**src/rtl/xlate_cache.sv**
```systemverilog
module xlate_cache #(
  parameter int ENTRIES  = 8,
  parameter int VPN_W    = 20,
  parameter int PFN_W    = 20,
  parameter int TAG_W    = 8,
  parameter bit USE_TAGS = 1'b1,
  parameter bit USE_PLRU = 1'b1
) (
  input  logic             clk,
  input  logic             rst_n,
  input  logic             lk_req,
  input  logic [VPN_W-1:0] lk_vpn,
  input  logic             lk_fetch,
  input  logic             fill_en,
  input  logic [VPN_W-1:0] fill_vpn,
  input  logic [PFN_W-1:0] fill_pfn,
  input  logic             fill_nx,
  input  logic             upd_en,
  input  logic             upd_keep,
  input  logic [VPN_W-1:0] upd_vpn,
  input  logic [PFN_W-1:0] upd_pfn,
  input  logic             upd_nx,
  input  logic             ctx_wr,
  input  logic [TAG_W-1:0] ctx_id,
  input  logic             flush_all,
  output logic             rsp_valid,
  output logic             rsp_hit,
  output logic             rsp_miss,
  output logic [PFN_W-1:0] rsp_pfn,
  output logic             rsp_nx,
  output logic             rsp_fault
);
  localparam int IDX_W  = $clog2(ENTRIES);
  localparam int TREE_W = ENTRIES - 1;

  logic [ENTRIES-1:0] vld, nx;
  logic [VPN_W-1:0]   vpn_q [ENTRIES];
  logic [PFN_W-1:0]   pfn_q [ENTRIES];
  logic [TAG_W-1:0]   tag_q [ENTRIES];
  logic [TAG_W-1:0]   ctx_q;

  logic [ENTRIES-1:0] tag_eq, lk_match, fl_match, up_match;
  logic [IDX_W-1:0]   lk_idx, fl_idx, up_idx, fill_idx, pol_idx;
  logic               lk_any, wipe;

  function automatic logic [IDX_W-1:0] low_idx(input logic [ENTRIES-1:0] v);
    logic [IDX_W-1:0] r;
    r = '0;
    for (int i = ENTRIES - 1; i >= 0; i--)
      if (v[i]) r = IDX_W'(i);
    return r;
  endfunction

  for (genvar g = 0; g < ENTRIES; g++) begin : g_cmp
    assign tag_eq[g]   = !USE_TAGS || (tag_q[g] == ctx_q);
    assign lk_match[g] = vld[g] && tag_eq[g] && (vpn_q[g] == lk_vpn);
    assign fl_match[g] = vld[g] && tag_eq[g] && (vpn_q[g] == fill_vpn);
    assign up_match[g] = vld[g] && tag_eq[g] && (vpn_q[g] == upd_vpn);
  end

  assign lk_any = |lk_match;
  assign lk_idx = low_idx(lk_match);
  assign fl_idx = low_idx(fl_match);
  assign up_idx = low_idx(up_match);
  assign wipe   = flush_all || (ctx_wr && !USE_TAGS);

  assign fill_idx = (|fl_match) ? fl_idx :
                    (~&vld)     ? low_idx(~vld) : pol_idx;

  if (USE_PLRU) begin : g_plru
    logic [TREE_W-1:0] tree_q, tree_d;

    function automatic logic [TREE_W-1:0] touch(input logic [TREE_W-1:0] t,
                                                input logic [IDX_W-1:0] idx);
      logic [IDX_W-1:0] n;
      logic b;
      n = '0;
      for (int l = 0; l < IDX_W; l++) begin
        b    = idx[IDX_W-1-l];
        t[n] = ~b;
        n    = IDX_W'(2 * int'(n) + 1 + int'(b));
      end
      return t;
    endfunction

    function automatic logic [IDX_W-1:0] pick(input logic [TREE_W-1:0] t);
      logic [IDX_W-1:0] n, v;
      logic b;
      n = '0;
      v = '0;
      for (int l = 0; l < IDX_W; l++) begin
        b              = t[n];
        v[IDX_W-1-l]   = b;
        n              = IDX_W'(2 * int'(n) + 1 + int'(b));
      end
      return v;
    endfunction

    always_comb begin
      tree_d = tree_q;
      if (lk_req && lk_any) tree_d = touch(tree_d, lk_idx);
      if (fill_en && !wipe) tree_d = touch(tree_d, fill_idx);
    end

    always_ff @(posedge clk)
      if (!rst_n) tree_q <= '0;
      else        tree_q <= tree_d;

    assign pol_idx = pick(tree_q);
  end else begin : g_rand
    logic [7:0] lfsr_q;
    always_ff @(posedge clk)
      if (!rst_n) lfsr_q <= 8'h01;
      else        lfsr_q <= {lfsr_q[6:0], lfsr_q[7] ^ lfsr_q[5] ^ lfsr_q[4] ^ lfsr_q[3]};
    assign pol_idx = lfsr_q[IDX_W-1:0];
  end

  always_ff @(posedge clk) begin
    if (!rst_n) begin
      vld   <= '0;
      nx    <= '0;
      ctx_q <= '0;
    end else begin
      if (wipe) begin
        vld <= '0;
      end else if (fill_en) begin
        vld[fill_idx]   <= 1'b1;
        nx[fill_idx]    <= fill_nx;
        vpn_q[fill_idx] <= fill_vpn;
        pfn_q[fill_idx] <= fill_pfn;
        tag_q[fill_idx] <= ctx_q;
      end else if (upd_en && |up_match) begin
        if (upd_keep) begin
          pfn_q[up_idx] <= upd_pfn;
          nx[up_idx]    <= upd_nx;
        end else begin
          vld[up_idx] <= 1'b0;
        end
      end
      if (ctx_wr) ctx_q <= ctx_id;
    end
  end

  always_ff @(posedge clk) begin
    if (!rst_n) begin
      rsp_valid <= 1'b0;
      rsp_hit   <= 1'b0;
      rsp_miss  <= 1'b0;
      rsp_pfn   <= '0;
      rsp_nx    <= 1'b0;
      rsp_fault <= 1'b0;
    end else begin
      rsp_valid <= lk_req;
      rsp_hit   <= lk_req && lk_any;
      rsp_miss  <= lk_req && !lk_any;
      rsp_pfn   <= (lk_req && lk_any) ? pfn_q[lk_idx] : '0;
      rsp_nx    <= lk_req && lk_any && nx[lk_idx];
      rsp_fault <= lk_req && lk_any && nx[lk_idx] && lk_fetch;
    end
  end
endmodule

```
**config.mk**
```make
export PLATFORM = sky130hd
export DESIGN_NAME = xlate_cache
export DESIGN_NICKNAME = d
export VERILOG_FILES = /design/src/rtl/xlate_cache.sv
export SDC_FILE = /design/constraint.sdc
export NUM_CORES = 1
export LEC_CHECK = 0
export BUFFER_PORTS_ARGS = -buffer_cell sky130_fd_sc_hd__buf_2
export CAP_MARGIN = 20
export CORE_MARGIN = 2
export CORE_UTILIZATION = 32
export DETAILED_ROUTE_END_ITERATION = 8
export PLACE_DENSITY = 0.54
export SLEW_MARGIN = 20
export SYNTH_ARGS = -nofsm -noshare
export SYNTH_HDL_FRONTEND = slang
export SYNTH_SLANG_ARGS = --single-unit
```
**constraint.sdc**
```tcl
create_clock -name clk -period 5.3 [get_ports clk]
set_clock_uncertainty 0.15 [all_clocks]
set_input_delay 1.06 -clock clk [delete_from_list [all_inputs] [get_ports clk]]
set_output_delay 1.06 -clock clk [all_outputs]
set_load 0.02 [all_outputs]
```
==> results of run 1 <==
==> cell usage after synthesis (39+ instances only) <==
cell type and instances:
sky130_fd_sc_hd__nand4_1 135, sky130_fd_sc_hd__nand2_1 54, sky130_fd_sc_hd__nand3_1 59, sky130_fd_sc_hd__clkbuf_1 39, sky130_fd_sc_hd__dfxtp_1 56, sky130_fd_sc_hd__nor2_1 75
sky130_fd_sc_hd__xnor2_1 317, sky130_fd_sc_hd__buf_2 54, sky130_fd_sc_hd__nor4_1 94, sky130_fd_sc_hd__edfxtp_1 384, sky130_fd_sc_hd__xor2_1 227, sky130_fd_sc_hd__mux2i_1 57
==> metrics by stage <==
step	setup slack (ns)	power, uW	cell area [um2]	utilization	cells
detailed placement	0.345	4580	26500	0.362	3095
global placement	0.302	4590	26500	0.362	3095
CTS	0.953	8290	28300	0.386	3190
global route	0.674	8480	28300	0.386	3191
finish	0.826	8240	28300	0.386	3194
floorplan	0.270	4250	23800	-	1953
==> cell families after synthesis <==
| logic type | share of synthesized area |
|---|---|
| buffers and inverters | 0.0235 |
| XOR/XNOR | 0.200 |
| adder cells (fa/ha/maj) | 0.00632 |
| AND/OR/NAND/NOR | 0.135 |
| AO/OA/AOI/OAI | 0.0486 |
| flip-flops | 0.532 |
| multiplexers | 0.0538 |
==> final timing paths <==
| check | startpoint | end | slack, ns |
|---|---|---|---|
| max reg2reg | ctx_q[4]$_SDFFE_PN0P_ | pfn_q[0][16]$_DFFE_PP_ | 0.98 |
| min reg2reg | nx[2]$_SDFFE_PN0P_ | nx[2]$_SDFFE_PN0P_ | 0.32 |
| max | fill_vpn[16] | vpn_q[2][9]$_DFFE_PP_ | 0.83 |
| min | nx[2]$_SDFFE_PN0P_ | nx[2]$_SDFFE_PN0P_ | 0.32 |
==> state kept, by name (all words and copies together), names as in the netlist <==
signal / cells
rsp_nx: 1
nx: 8
rsp_miss: 1
rsp_fault: 1
rsp_pfn: 20
g_plru.tree_q: 7
tag_q: 64
vld: 8
ctx_q: 8
rsp_hit: 1
vpn_q: 160
rsp_valid: 1
pfn_q: 160
==> power by group through the flow <==
stage          Sequential (uW)  Clock, uW  Combinational [uW]
2_1_floorplan             3880          0                 377
3_3_place_gp              3890          0                 700
3_5_place_dp              3890          0                 697
4_1_cts                   3810       3780                 700
5_1_grt                   3810       3920                 746
6_report                  3810       3710                 718
==> layout make-up <==
cell class / count / area, um2 / share of cell area
diodes: 4 / 10.0 / 0.000354
clock buffers: 63 / 1360 / 0.0482
clock inverters: 32 / 397 / 0.0140
inverters: 15 / 56.3 / 0.00199
multi-input cells: 1395 / 10600 / 0.374
flip-flops and latches: 440 / 12700 / 0.448
well taps: 959 / 1200 / 0.0424
repair buffers: 286 / 2010 / 0.0713
==> routing by layer <==
layer / vias to the layer above / global-route usage / share of wire
met2: 958 / 0.366 / 0.44
met4: 2 / 0.113 / 0.054
met1: 8820 / 0.310 / 0.42
met3: 264 / 0.0567 / 0.089
li1: 7807 / - / -
met5: - / 0 / 0.00011
==> worst max-delay path, delay by kind of cell <==
family,cells,cell delay [ns]
simple gates,5,1.79
fa+ha+maj,1,0.23
buf+inv,5,1.26
compound gates,1,0.09
xor+xnor,1,0.11
==> metrics.txt, run 1 <==
# TYPE chip_impl_metric gauge
chip_impl_info{name="status",value="completed"} 1
chip_impl_metric{name="netlist_instances",unit=""} 1953
chip_impl_metric{name="yosys.area.top_type_share",unit=""} 0.485
chip_impl_info{name="dominant_cells_by_area_after_synthesis",value="sky130_fd_sc_hd__edfxtp_1 (49%), sky130_fd_sc_hd__xnor2_1 (12%), sky130_fd_sc_hd__xor2_1 (8.4%)"} 1
chip_impl_metric{name="required",unit="ns"} 5.41
chip_impl_metric{name="drt_iter0_drc",unit=""} 1929
chip_impl_metric{name="cts.path.max_buffers",unit=""} 3
chip_impl_info{name="critPathCaptureType",value="flop"} 1
chip_impl_metric{name="seq_power_share",unit=""} 0.463
chip_impl_metric{name="globalRoute.totalOverflow",unit=""} 0
chip_impl_info{name="critPathMostFrequentCell",value="sky130_fd_sc_hd__buf_4"} 1
chip_impl_info{name="criticalPathCategory",value="primary input to flop"} 1
chip_impl_info{name="timing.hold.worst.class",value="flop to flop"} 1
chip_impl_metric{name="die_footprint",unit="um2"} 76500
chip_impl_metric{name="postCtsSetupRepairBufs",unit=""} 0
chip_impl_metric{name="net-switching-power",unit="uW"} 2030
chip_impl_metric{name="die-width",unit="um"} 277
chip_impl_metric{name="drv_cap",unit=""} 0
chip_impl_metric{name="whs",unit="ns"} 0.318
chip_impl_metric{name="mappedNetlistNets",unit=""} 2084
chip_impl_info{name="layout.cells.most_common_list",value="sky130_fd_sc_hd__edfxtp_1 (384), sky130_fd_sc_hd__xnor2_1 (317), sky130_fd_sc_hd__xor2_1 (227)"} 1
chip_impl_metric{name="layout_worst_path_cycle_share",unit=""} 0.844
chip_impl_metric{name="syn_to_final_growth",unit="%"} 18.9
chip_impl_metric{name="critical_path_peak_fanout",unit=""} 20
chip_impl_metric{name="numCtsBuffers",unit=""} 52
chip_impl_metric{name="timing.critical_path.arrival",unit="ns"} 4.59
chip_impl_metric{name="synth.avg_cell_area",unit="um2"} 12.2
chip_impl_metric{name="grt_util_all_layers",unit=""} 0.236
chip_impl_metric{name="cellInternalPower",unit="uW"} 6210
chip_impl_info{name="yosys_most_used_dff",value="sky130_fd_sc_hd__edfxtp_1"} 1
chip_impl_info{name="grt_setup_unrepaired",value="false"} 1
chip_impl_metric{name="routed_wire_length_per_instance",unit="um"} 28.9
chip_impl_metric{name="coreArea",unit="um2"} 73200
chip_impl_metric{name="synth-edff-count",unit=""} 384
chip_impl_metric{name="grt_max_degree",unit=""} 30
chip_impl_info{name="clk_root_buffer_cell",value="sky130_fd_sc_hd__clkbuf_16"} 1
chip_impl_info{name="setup.worst_path.start_class",value="primary input"} 1
chip_impl_metric{name="report.final.slew_viol_count",unit=""} 0
chip_impl_info{name="cp_cell_sequence",value="buf_2, buf_4, xor2_1, nor4_1, nand4_1, nor3_1, nand3b_1, a21boi_2, inv_2, buf_4, ha_1, and3_1, buf_4"} 1
chip_impl_metric{name="ys_seq_area_frac",unit=""} 0.532
chip_impl_metric{name="worst_slew_pin_slew",unit="ns"} 1.00
chip_impl_metric{name="ys_seq_elements",unit=""} 440
chip_impl_metric{name="p_clk_frac",unit=""} 0.450
chip_impl_metric{name="setup_violations",unit=""} 0
chip_impl_metric{name="slew-limit-headroom",unit=""} 0.330
chip_impl_info{name="tritoncts_clock_tree",value="done"} 1
chip_impl_metric{name="postRouteWirelength",unit="mm"} 92.4
chip_impl_metric{name="ys_warn_count",unit=""} 0
chip_impl_metric{name="ys_async_sr_fraction",unit=""} 0
chip_impl_metric{name="max_clock_freq",unit="GHz"} 0.224
chip_impl_metric{name="fin_hold_viols",unit=""} 0
chip_impl_info{name="critPathSlowestCell",value="sky130_fd_sc_hd__nor3_1"} 1
chip_impl_metric{name="route.detailed.drc",unit=""} 0
chip_impl_metric{name="routed_via_density",unit=""} 5.59
chip_impl_metric{name="final.min_clock_period",unit="ns"} 4.47
chip_impl_metric{name="number_of_sinks_on_the_clock_net",unit=""} 440
chip_impl_metric{name="ctsHoldBuffers",unit=""} 0
chip_impl_metric{name="power.density_cell_area",unit="nW/um2"} 292
chip_impl_metric{name="floorplan.rows",unit=""} 99
chip_impl_metric{name="numPortBuffers",unit=""} 143
chip_impl_metric{name="grt_pass1_wl",unit="mm"} 130
chip_impl_metric{name="ant_nets",unit=""} 0
chip_impl_metric{name="power.leakage",unit="uW"} 0.00963
chip_impl_metric{name="r2r_cells",unit=""} 10
chip_impl_metric{name="yosysUniqueCellTypes",unit=""} 77
chip_impl_info{name="yosysTopAreaCell",value="sky130_fd_sc_hd__edfxtp_1"} 1
chip_impl_metric{name="irDropWorstVdd",unit="mV"} 0.255
chip_impl_metric{name="synth_area",unit="um2"} 23800
chip_impl_metric{name="cts_h_tree_depth",unit=""} 2
chip_impl_metric{name="post-dp-hpwl",unit="mm"} 67.9
chip_impl_metric{name="drtPass1Iterations",unit=""} 5
chip_impl_metric{name="clock_latency",unit="ns"} 0.64
chip_impl_metric{name="chipHeight",unit="um"} 277
chip_impl_metric{name="combinational_cell_fraction_of_total_power",unit=""} 0.087
chip_impl_metric{name="design.final.nets",unit=""} 2321
chip_impl_info{name="layout.cells.most_common",value="sky130_fd_sc_hd__edfxtp_1"} 1
chip_impl_metric{name="switching_share_of_power",unit=""} 0.247
chip_impl_metric{name="totalNegativeSetupSlack",unit="ns"} 0
chip_impl_metric{name="grt_pass1_vias",unit=""} 17900
chip_impl_metric{name="slowest_delay",unit="ns"} 0.62
chip_impl_metric{name="hold_depth",unit=""} 2
chip_impl_metric{name="cts_resized",unit=""} 0
chip_impl_metric{name="fillers",unit=""} 7032
chip_impl_metric{name="antenna_violations_before_repair",unit=""} 4
chip_impl_metric{name="via_count",unit=""} 17900
chip_impl_metric{name="path_clk_slew",unit="ns"} 0.06
chip_impl_metric{name="start_util",unit=""} 0.325
chip_impl_metric{name="design.portCount",unit=""} 144
chip_impl_metric{name="globalplace.congestion",unit=""} 0.989
chip_impl_metric{name="fraction_of_layout_cells_with_a_size_suffix_above_1",unit=""} 0.182
Note: power is estimated with default switching activity, not from simulation.
==> inputs of run 2 (changes only) <==
--- a/config.mk
+++ b/config.mk
@@ -10,7 +10,7 @@
 export CORE_MARGIN = 2
 export CORE_UTILIZATION = 32
 export DETAILED_ROUTE_END_ITERATION = 8
-export PLACE_DENSITY = 0.54
+export PLACE_DENSITY = 0.52
 export SLEW_MARGIN = 20
 export SYNTH_ARGS = -nofsm -noshare
 export SYNTH_HDL_FRONTEND = slang
==> constraint.sdc (replaced) <==
create_clock -name clk -period 4.4 [get_ports clk]
set_clock_uncertainty 0.15 [all_clocks]
set_input_delay 0.88 -clock clk [delete_from_list [all_inputs] [get_ports clk]]
set_output_delay 0.88 -clock clk [all_outputs]
set_load 0.02 [all_outputs]
==> run 2 against run 1 <==
- highest routed layer is now met4
- die area unchanged
- combinational power increased by 38%
- final cell count up 6.7%
- hold slack got worse by 0.0044 ns
- clock-buffer cell count up 1
- sequential power up 20%
- largest power group is now the clock network
- final area grew 7.8%
- setup slack got worse by 0.81 ns
- power rose by 28%
==> metrics.txt, run 2 (synthesis gave the netlist of run 1 again) <==
# TYPE chip_impl_metric gauge
chip_impl_info{name="status",value="completed"} 1
chip_impl_metric{name="final_cells",unit=""} 3409
chip_impl_metric{name="fraction_of_layout_cells_with_a_size_suffix_above_1",unit=""} 0.261
chip_impl_metric{name="setup_violations",unit=""} 0
chip_impl_metric{name="ctsHoldBuffers",unit=""} 0
chip_impl_info{name="cp_top_delay_family",value="simple AND/OR/NAND/NOR gates"} 1
chip_impl_metric{name="postCtsSetupRepairBufs",unit=""} 0
chip_impl_metric{name="antenna_violations_before_repair",unit=""} 2
chip_impl_metric{name="totalNegativeSetupSlack",unit="ns"} 0
chip_impl_metric{name="numPortBuffers",unit=""} 143
chip_impl_metric{name="report.final.slew_viol_count",unit=""} 0
chip_impl_metric{name="coreArea",unit="um2"} 73200
chip_impl_metric{name="critical_path.n_buffers_inverters",unit=""} 4
chip_impl_metric{name="slew-limit-headroom",unit=""} 0.394
chip_impl_metric{name="drv_cap",unit=""} 0
chip_impl_info{name="cp_cell_sequence",value="buf_2, buf_4, xnor2_1, nand4_1, nor4_1, nor4b_1, buf_4, or4_1, o211a_2, mux2i_1, and2_1, buf_12"} 1
chip_impl_metric{name="power.leakage",unit="uW"} 0.0109
chip_impl_info{name="critPathSlowestCell",value="sky130_fd_sc_hd__nor4_1"} 1
chip_impl_metric{name="grt_pass1_wl",unit="mm"} 139
chip_impl_metric{name="post-dp-hpwl",unit="mm"} 77.2
chip_impl_metric{name="drt_iter0_drc",unit=""} 2026
chip_impl_metric{name="final.min_clock_period",unit="ns"} 4.38
chip_impl_metric{name="globalplace.congestion",unit=""} 0.983
chip_impl_metric{name="grt_pass1_vias",unit=""} 18600
chip_impl_metric{name="critical_path_peak_fanout",unit=""} 20
chip_impl_info{name="layout.cells.most_common",value="sky130_fd_sc_hd__edfxtp_1"} 1
chip_impl_info{name="clk_root_buffer_cell",value="sky130_fd_sc_hd__clkbuf_16"} 1
chip_impl_metric{name="route.detailed.drc",unit=""} 0
chip_impl_metric{name="worst_slew_pin_slew",unit="ns"} 0.901
chip_impl_metric{name="design.final.nets",unit=""} 2539
chip_impl_metric{name="grt_max_degree",unit=""} 40
chip_impl_metric{name="max_clock_freq",unit="GHz"} 0.228
chip_impl_metric{name="path_clk_slew",unit="ns"} 0.06
chip_impl_metric{name="cts_resized",unit=""} 0
chip_impl_metric{name="design.portCount",unit=""} 144
chip_impl_metric{name="fin_hold_viols",unit=""} 0
chip_impl_metric{name="cts.path.max_buffers",unit=""} 3
chip_impl_metric{name="chipHeight",unit="um"} 277
chip_impl_metric{name="routed_wire_length_per_instance",unit="um"} 28.8
chip_impl_metric{name="postRouteWirelength",unit="mm"} 98.3
chip_impl_metric{name="whs",unit="ns"} 0.314
chip_impl_metric{name="dpl.cell_count",unit=""} 3314
chip_impl_metric{name="antennaDiodeCount",unit=""} 0
chip_impl_metric{name="timing.critical_path.arrival",unit="ns"} 4.54
chip_impl_metric{name="numCtsBuffers",unit=""} 51
chip_impl_info{name="layout.cells.most_common_list",value="sky130_fd_sc_hd__edfxtp_1 (384), sky130_fd_sc_hd__buf_4 (318), sky130_fd_sc_hd__xnor2_1 (317)"} 1
chip_impl_metric{name="cts_h_tree_depth",unit=""} 2
chip_impl_metric{name="start_util",unit=""} 0.325
chip_impl_metric{name="fillers",unit=""} 6962
chip_impl_info{name="criticalPathCategory",value="primary input to flop"} 1
chip_impl_metric{name="power.density_cell_area",unit="nW/um2"} 347
chip_impl_metric{name="die_footprint",unit="um2"} 76500
chip_impl_metric{name="routed_via_density",unit=""} 5.47
chip_impl_info{name="timing.hold.worst.class",value="primary input to flop"} 1
chip_impl_metric{name="irDropWorstVdd",unit="mV"} 0.265
chip_impl_metric{name="drtPass1Iterations",unit=""} 6
chip_impl_metric{name="timing.final.ws_setup",unit="ns"} 0.0191
chip_impl_metric{name="grt_util_all_layers",unit=""} 0.253
chip_impl_metric{name="ant_nets",unit=""} 0
chip_impl_metric{name="ff_latch_area",unit="um2"} 12700
chip_impl_info{name="critPathCaptureType",value="flop"} 1
chip_impl_metric{name="clock_latency",unit="ns"} 0.63
chip_impl_metric{name="layout_worst_path_cycle_share",unit=""} 0.996
chip_impl_metric{name="design_power_total",unit="uW"} 10600
chip_impl_info{name="grt_setup_unrepaired",value="false"} 1
chip_impl_metric{name="number_of_sinks_on_the_clock_net",unit=""} 440
chip_impl_metric{name="die-width",unit="um"} 277
chip_impl_info{name="tritoncts_clock_tree",value="done"} 1
chip_impl_info{name="top_regs",value="pfn_q: 160 flops, vpn_q: 160 flops, tag_q: 64 flops"} 1
chip_impl_metric{name="syn_to_final_growth",unit="%"} 28.2
chip_impl_metric{name="globalRoute.totalOverflow",unit=""} 0
chip_impl_metric{name="required",unit="ns"} 4.56
chip_impl_info{name="critPathMostFrequentCell",value="sky130_fd_sc_hd__buf_4"} 1
chip_impl_metric{name="floorplan.rows",unit=""} 99
chip_impl_metric{name="multi_input_area",unit="um2"} 10600
chip_impl_metric{name="slowest_delay",unit="ns"} 0.80
chip_impl_metric{name="via_count",unit=""} 18600
chip_impl_metric{name="dp_worst_setup_slack",unit="ns"} -0.491
chip_impl_info{name="setup.worst_path.start_class",value="primary input"} 1
-- run 2: changes by cell type in the layout (fill, tap and decap cells not counted), sizes merged, moves of 2 or more --
cell and delta:
bufinv +8, buf +219, clkinvlp +2, diode -4, clkinv -10
-- run 2: through the flow --
stage / instance area [um2] / util
2_1_floorplan: 23800 / -
3_3_place_gp: 28500 / 0.389
3_5_place_dp: 28500 / 0.389
4_1_cts: 30500 / 0.416
5_1_grt: 30500 / 0.416
6_report: 30500 / 0.416
-- run 2: final cells by class --
cell class / count / share of cell area
Multi-Input combinational cell: 1395 / 0.348
Clock inverter: 31 / 0.0200
Timing Repair Buffer: 505 / 0.131
Clock buffer: 64 / 0.0451
Tap cell: 959 / 0.0394
Sequential cell: 440 / 0.415
Inverter: 15 / 0.00185
-- run 2: worst paths after layout --
kind	from	endpoint	slack (ns)	cells after the start
max	upd_vpn[4]	pfn_q[2][3]$_DFFE_PP_	0.02	12
min	lk_fetch	rsp_fault$_SDFF_PN0_	0.31	2
max reg2reg	vpn_q[6][15]$_DFFE_PP_	rsp_pfn[14]$_SDFF_PN0_	0.15	13
min reg2reg	nx[4]$_SDFFE_PN0P_	nx[4]$_SDFFE_PN0P_	0.32	2
-- run 2: where the power goes --
| group | total [uW] | leakage, uW | internal, uW | switching (uW) |
|---|---|---|---|---|
| sequential | 4590 | 0.00392 | 4560 | 26.3 |
| clock | 4980 | 0.000957 | 3120 | 1860 |
| combinational | 993 | 0.00605 | 388 | 604 |
| total | 10600 | 0.0109 | 8070 | 2490 |
-- run 2: layer usage --
| metal | part of all wire | up-vias | global-route usage |
|---|---|---|---|
| met5 | 0 | - | 0 |
| li1 | - | 8241 | - |
| met4 | 0.053 | 0 | 0.123 |
| met1 | 0.43 | 9388 | 0.334 |
| met2 | 0.46 | 813 | 0.410 |
| met3 | 0.061 | 203 | 0.0318 |
-- run 2: worst register-to-register path: cells and delay by family, from the launching register on --
family | cells | cell delay [ns]
AND/OR/NAND/NOR | 3 | 1.18
AO/OA/AOI/OAI | 4 | 0.88
multiplexers | 1 | 0.19
buffers and inverters | 4 | 0.79
XOR/XNOR | 1 | 0.35
flip-flops | 1 | 0.54
==> inputs of run 3 (changes only) <==
--- a/config.mk
+++ b/config.mk
@@ -7,9 +7,11 @@
 export LEC_CHECK = 0
 export BUFFER_PORTS_ARGS = -buffer_cell sky130_fd_sc_hd__buf_2
 export CAP_MARGIN = 20
+export CORE_ASPECT_RATIO = 1.5
 export CORE_MARGIN = 2
 export CORE_UTILIZATION = 32
 export DETAILED_ROUTE_END_ITERATION = 8
+export GPL_ROUTABILITY_DRIVEN = 0
 export PLACE_DENSITY = 0.52
 export SLEW_MARGIN = 20
 export SYNTH_ARGS = -nofsm -noshare
==> run 3 against run 2 <==
- non-clock buffer count down 75
- sequential share of layout area up 1.5 points
- critical path depth increased by 1
- final area is 3.5% lower
- maximum frequency grew 1.8%
- clock-buffer cell count decreased by 7
- setup slack gained 0.078 ns
- clock power shrank 17%
- critical endpoint is now vpn_q[3][13]$_DFFE_PP_
- largest cell class unchanged
- largest power group is now registers
==> metrics.txt, run 3 (synthesis gave the netlist of run 1 again) <==
# TYPE chip_impl_metric gauge
chip_impl_metric{name="number_of_sinks_on_the_clock_net",unit=""} 440
chip_impl_metric{name="critical_path_peak_fanout",unit=""} 28
chip_impl_metric{name="setup_violations",unit=""} 0
chip_impl_metric{name="final_cells",unit=""} 3361
chip_impl_metric{name="coreArea",unit="um2"} 73700
chip_impl_info{name="grt-busiest-layer",value="met2"} 1
chip_impl_metric{name="power.leakage",unit="uW"} 0.0103
chip_impl_metric{name="met1_track_utilization_from_global_routing",unit=""} 0.264
chip_impl_metric{name="fillers",unit=""} 7037
chip_impl_metric{name="r2r_slack",unit="ns"} 0.20
chip_impl_metric{name="antenna_violations_before_repair",unit=""} 4
chip_impl_metric{name="post-dp-hpwl",unit="mm"} 75.5
chip_impl_metric{name="p_clk_frac",unit=""} 0.426
chip_impl_metric{name="syn_to_final_growth",unit="%"} 23.7
chip_impl_metric{name="routed_via_density",unit=""} 5.57
chip_impl_metric{name="layout_worst_path_cycle_share",unit=""} 0.978
chip_impl_metric{name="numCtsBuffers",unit=""} 46
chip_impl_metric{name="cts_resized",unit=""} 0
chip_impl_metric{name="start_util",unit=""} 0.322
chip_impl_metric{name="cts.path.max_buffers",unit=""} 3
chip_impl_metric{name="grt_pass1_vias",unit=""} 19100
chip_impl_metric{name="die-width",unit="um"} 227
chip_impl_metric{name="routed_wire_length_per_instance",unit="um"} 29.5
chip_impl_metric{name="net-switching-power",unit="uW"} 2430
chip_impl_info{name="clk_root_buffer_cell",value="sky130_fd_sc_hd__clkbuf_16"} 1
chip_impl_metric{name="via_count",unit=""} 18700
chip_impl_metric{name="placed_cell_area",unit="um2"} 27800
chip_impl_metric{name="grt.met2_usage",unit=""} 0.438
chip_impl_info{name="setup.worst_path.start",value="fill_vpn[16]"} 1
chip_impl_info{name="critPathMostFrequentCell",value="sky130_fd_sc_hd__buf_4"} 1
chip_impl_info{name="critPathSlowestCell",value="sky130_fd_sc_hd__nor2_4"} 1
chip_impl_metric{name="irDropWorstVdd",unit="mV"} 0.288
chip_impl_metric{name="globalRouteMet3Util",unit=""} 0.0643
chip_impl_metric{name="combinational_cell_fraction_of_total_power",unit=""} 0.099
chip_impl_metric{name="final.min_clock_period",unit="ns"} 4.30
chip_impl_metric{name="cts_h_tree_depth",unit=""} 2
chip_impl_metric{name="r2r_cells",unit=""} 10
chip_impl_info{name="timing.hold.worst.class",value="flop to flop"} 1
chip_impl_metric{name="path_clk_slew",unit="ns"} 0.07
chip_impl_info{name="grt_setup_unrepaired",value="false"} 1
chip_impl_metric{name="max_clock_freq",unit="GHz"} 0.232
chip_impl_metric{name="slowest_delay",unit="ns"} 0.86
chip_impl_metric{name="seq_power_share",unit=""} 0.475
chip_impl_metric{name="ant_nets",unit=""} 0
chip_impl_metric{name="numPortBuffers",unit=""} 143
chip_impl_metric{name="fraction_of_layout_cells_with_a_size_suffix_above_1",unit=""} 0.233
chip_impl_info{name="hold-path-endpoint",value="nx[2]$_SDFFE_PN0P_"} 1
chip_impl_metric{name="grt_pass1_wl",unit="mm"} 139
chip_impl_info{name="criticalPathCategory",value="primary input to flop"} 1
chip_impl_metric{name="cellInternalPower",unit="uW"} 7220
chip_impl_info{name="layout.cells.most_common_list",value="sky130_fd_sc_hd__edfxtp_1 (384), sky130_fd_sc_hd__xnor2_1 (317), sky130_fd_sc_hd__buf_4 (254)"} 1
chip_impl_metric{name="timing.critical_path.arrival",unit="ns"} 4.36
chip_impl_metric{name="report.final.slew_viol_count",unit=""} 0
chip_impl_info{name="hold_path_startpoint",value="nx[2]$_SDFFE_PN0P_"} 1
chip_impl_info{name="top_regs",value="pfn_q: 160 flops, vpn_q: 160 flops, tag_q: 64 flops"} 1
chip_impl_metric{name="critical_path.n_buffers_inverters",unit=""} 4
chip_impl_info{name="cp_cell_sequence",value="buf_2, buf_4, xor2_1, nor4_1, nand4_1, nor3_1, buf_4, nand4b_1, o21a_1, inv_1, ha_1, nand3_1, nor2_4"} 1
chip_impl_metric{name="hold_depth",unit=""} 2
chip_impl_metric{name="globalRoute.totalOverflow",unit=""} 0
chip_impl_metric{name="grt_max_degree",unit=""} 44
chip_impl_metric{name="whs",unit="ns"} 0.321
chip_impl_metric{name="die_footprint",unit="um2"} 76500
chip_impl_info{name="critPathCaptureType",value="flop"} 1
chip_impl_metric{name="route.detailed.drc",unit=""} 0
chip_impl_metric{name="switching_share_of_power",unit=""} 0.252
chip_impl_metric{name="clock_latency",unit="ns"} 0.63
chip_impl_metric{name="totalNegativeSetupSlack",unit="ns"} 0
chip_impl_info{name="cp_top_delay_family",value="simple AND/OR/NAND/NOR gates"} 1
chip_impl_metric{name="stdcell_area",unit="um2"} 29400
chip_impl_metric{name="postCtsSetupRepairBufs",unit=""} 0
chip_impl_info{name="layout.cells.most_common",value="sky130_fd_sc_hd__edfxtp_1"} 1
chip_impl_metric{name="fin_hold_viols",unit=""} 0
chip_impl_metric{name="ctsHoldBuffers",unit=""} 0
chip_impl_metric{name="slew-limit-headroom",unit=""} 0.273
chip_impl_metric{name="design.portCount",unit=""} 144
chip_impl_metric{name="power.density_cell_area",unit="nW/um2"} 328
chip_impl_info{name="tritoncts_clock_tree",value="done"} 1
chip_impl_info{name="setup.worst_path.start_class",value="primary input"} 1
chip_impl_metric{name="chipHeight",unit="um"} 338
chip_impl_metric{name="drtPass1Iterations",unit=""} 6
chip_impl_metric{name="worst_slew_pin_slew",unit="ns"} 1.09
chip_impl_info{name="rr_startpoint",value="vpn_q[7][16]$_DFFE_PP_"} 1
chip_impl_metric{name="critical_path_depth",unit=""} 13
chip_impl_info{name="worst_reg2reg_endpoint",value="vpn_q[3][13]$_DFFE_PP_"} 1
chip_impl_metric{name="dpl.cell_count",unit=""} 3272
chip_impl_metric{name="drv_cap",unit=""} 0
chip_impl_info{name="status",value="completed"} 1
chip_impl_metric{name="required",unit="ns"} 4.46
chip_impl_metric{name="design.final.nets",unit=""} 2459
chip_impl_metric{name="postRouteWirelength",unit="mm"} 99.2
chip_impl_metric{name="floorplan.rows",unit=""} 122
chip_impl_metric{name="drt_iter0_drc",unit=""} 1745
chip_impl_metric{name="grt_util_all_layers",unit=""} 0.261
==> run 3: changes by cell type in the layout (fill, tap and decap cells not counted), moves of 3 or more <==
cell | before | now
sky130_fd_sc_hd__diode_2 | 0 | 3
sky130_fd_sc_hd__clkbuf_16 | 51 | 46
sky130_fd_sc_hd__inv_8 | 0 | 3
sky130_fd_sc_hd__bufinv_16 | 15 | 5
sky130_fd_sc_hd__buf_12 | 44 | 33
sky130_fd_sc_hd__clkbuf_8 | 5 | 2
sky130_fd_sc_hd__inv_6 | 1 | 4
sky130_fd_sc_hd__buf_4 | 318 | 254
==> run 3: metal layers <==
layer | wire length [um] | vias to the layer above | part of all wire
li1 | - | 8069 | -
met1 | 32900 | 9071 | 0.33
met2 | 47100 | 1112 | 0.48
met3 | 7690 | 459 | 0.077
met4 | 11400 | 2 | 0.12
met5 | 13 | - | 0.00013
==> run 3: through the flow <==
stage / power (uW) / util / setup slack [ns]
finish: 9650 / 0.399 / 0.0968
global route: 9930 / 0.399 / 0.0483
CTS: 9710 / 0.399 / 0.231
detailed placement: 5590 / 0.377 / -0.439
global placement: 5590 / 0.377 / -0.313
floorplan: 5120 / - / -0.365
==> run 3: power groups by stage <==
stage                     registers [uW]  clock network (uW)  logic (uW)
after CTS                           4590                4210         919
after floorplan                     4670                   0         454
after global placement              4680                   0         909
after detailed placement            4680                   0         916
after global routing                4590                4350         999
final                               4590                4110         957
==> run 3: worst max-delay path by stage <==
stage	to	slack, ns
2_1_floorplan	pfn_q[4][0]$_DFFE_PP_	-0.36
3_3_place_gp	vpn_q[3][1]$_DFFE_PP_	-0.31
3_5_place_dp	vpn_q[3][1]$_DFFE_PP_	-0.44
4_1_cts	vpn_q[3][15]$_DFFE_PP_	0.23
5_1_grt	tag_q[3][6]$_DFFE_PP_	0.05
6_report	vpn_q[3][13]$_DFFE_PP_	0.1
==> run 3: cell type report <==
class	count	area, um2	share of cell area
inverter	15	56.3	0.00192
antenna	3	7.51	0.000255
clock buffer	57	1210	0.0412
sequential	440	12700	0.430
clock inverter	29	364	0.0124
tap	992	1240	0.0422
timing repair buffer	430	3280	0.112
multi-input combinational	1395	10600	0.360
==> run 3: worst min-delay path, delay by kind of cell (launching register included) <==
family	cells	cell delay [ns]
and+or+nand+nor	1	0.05
DFF	1	0.31
muxes	1	0.06
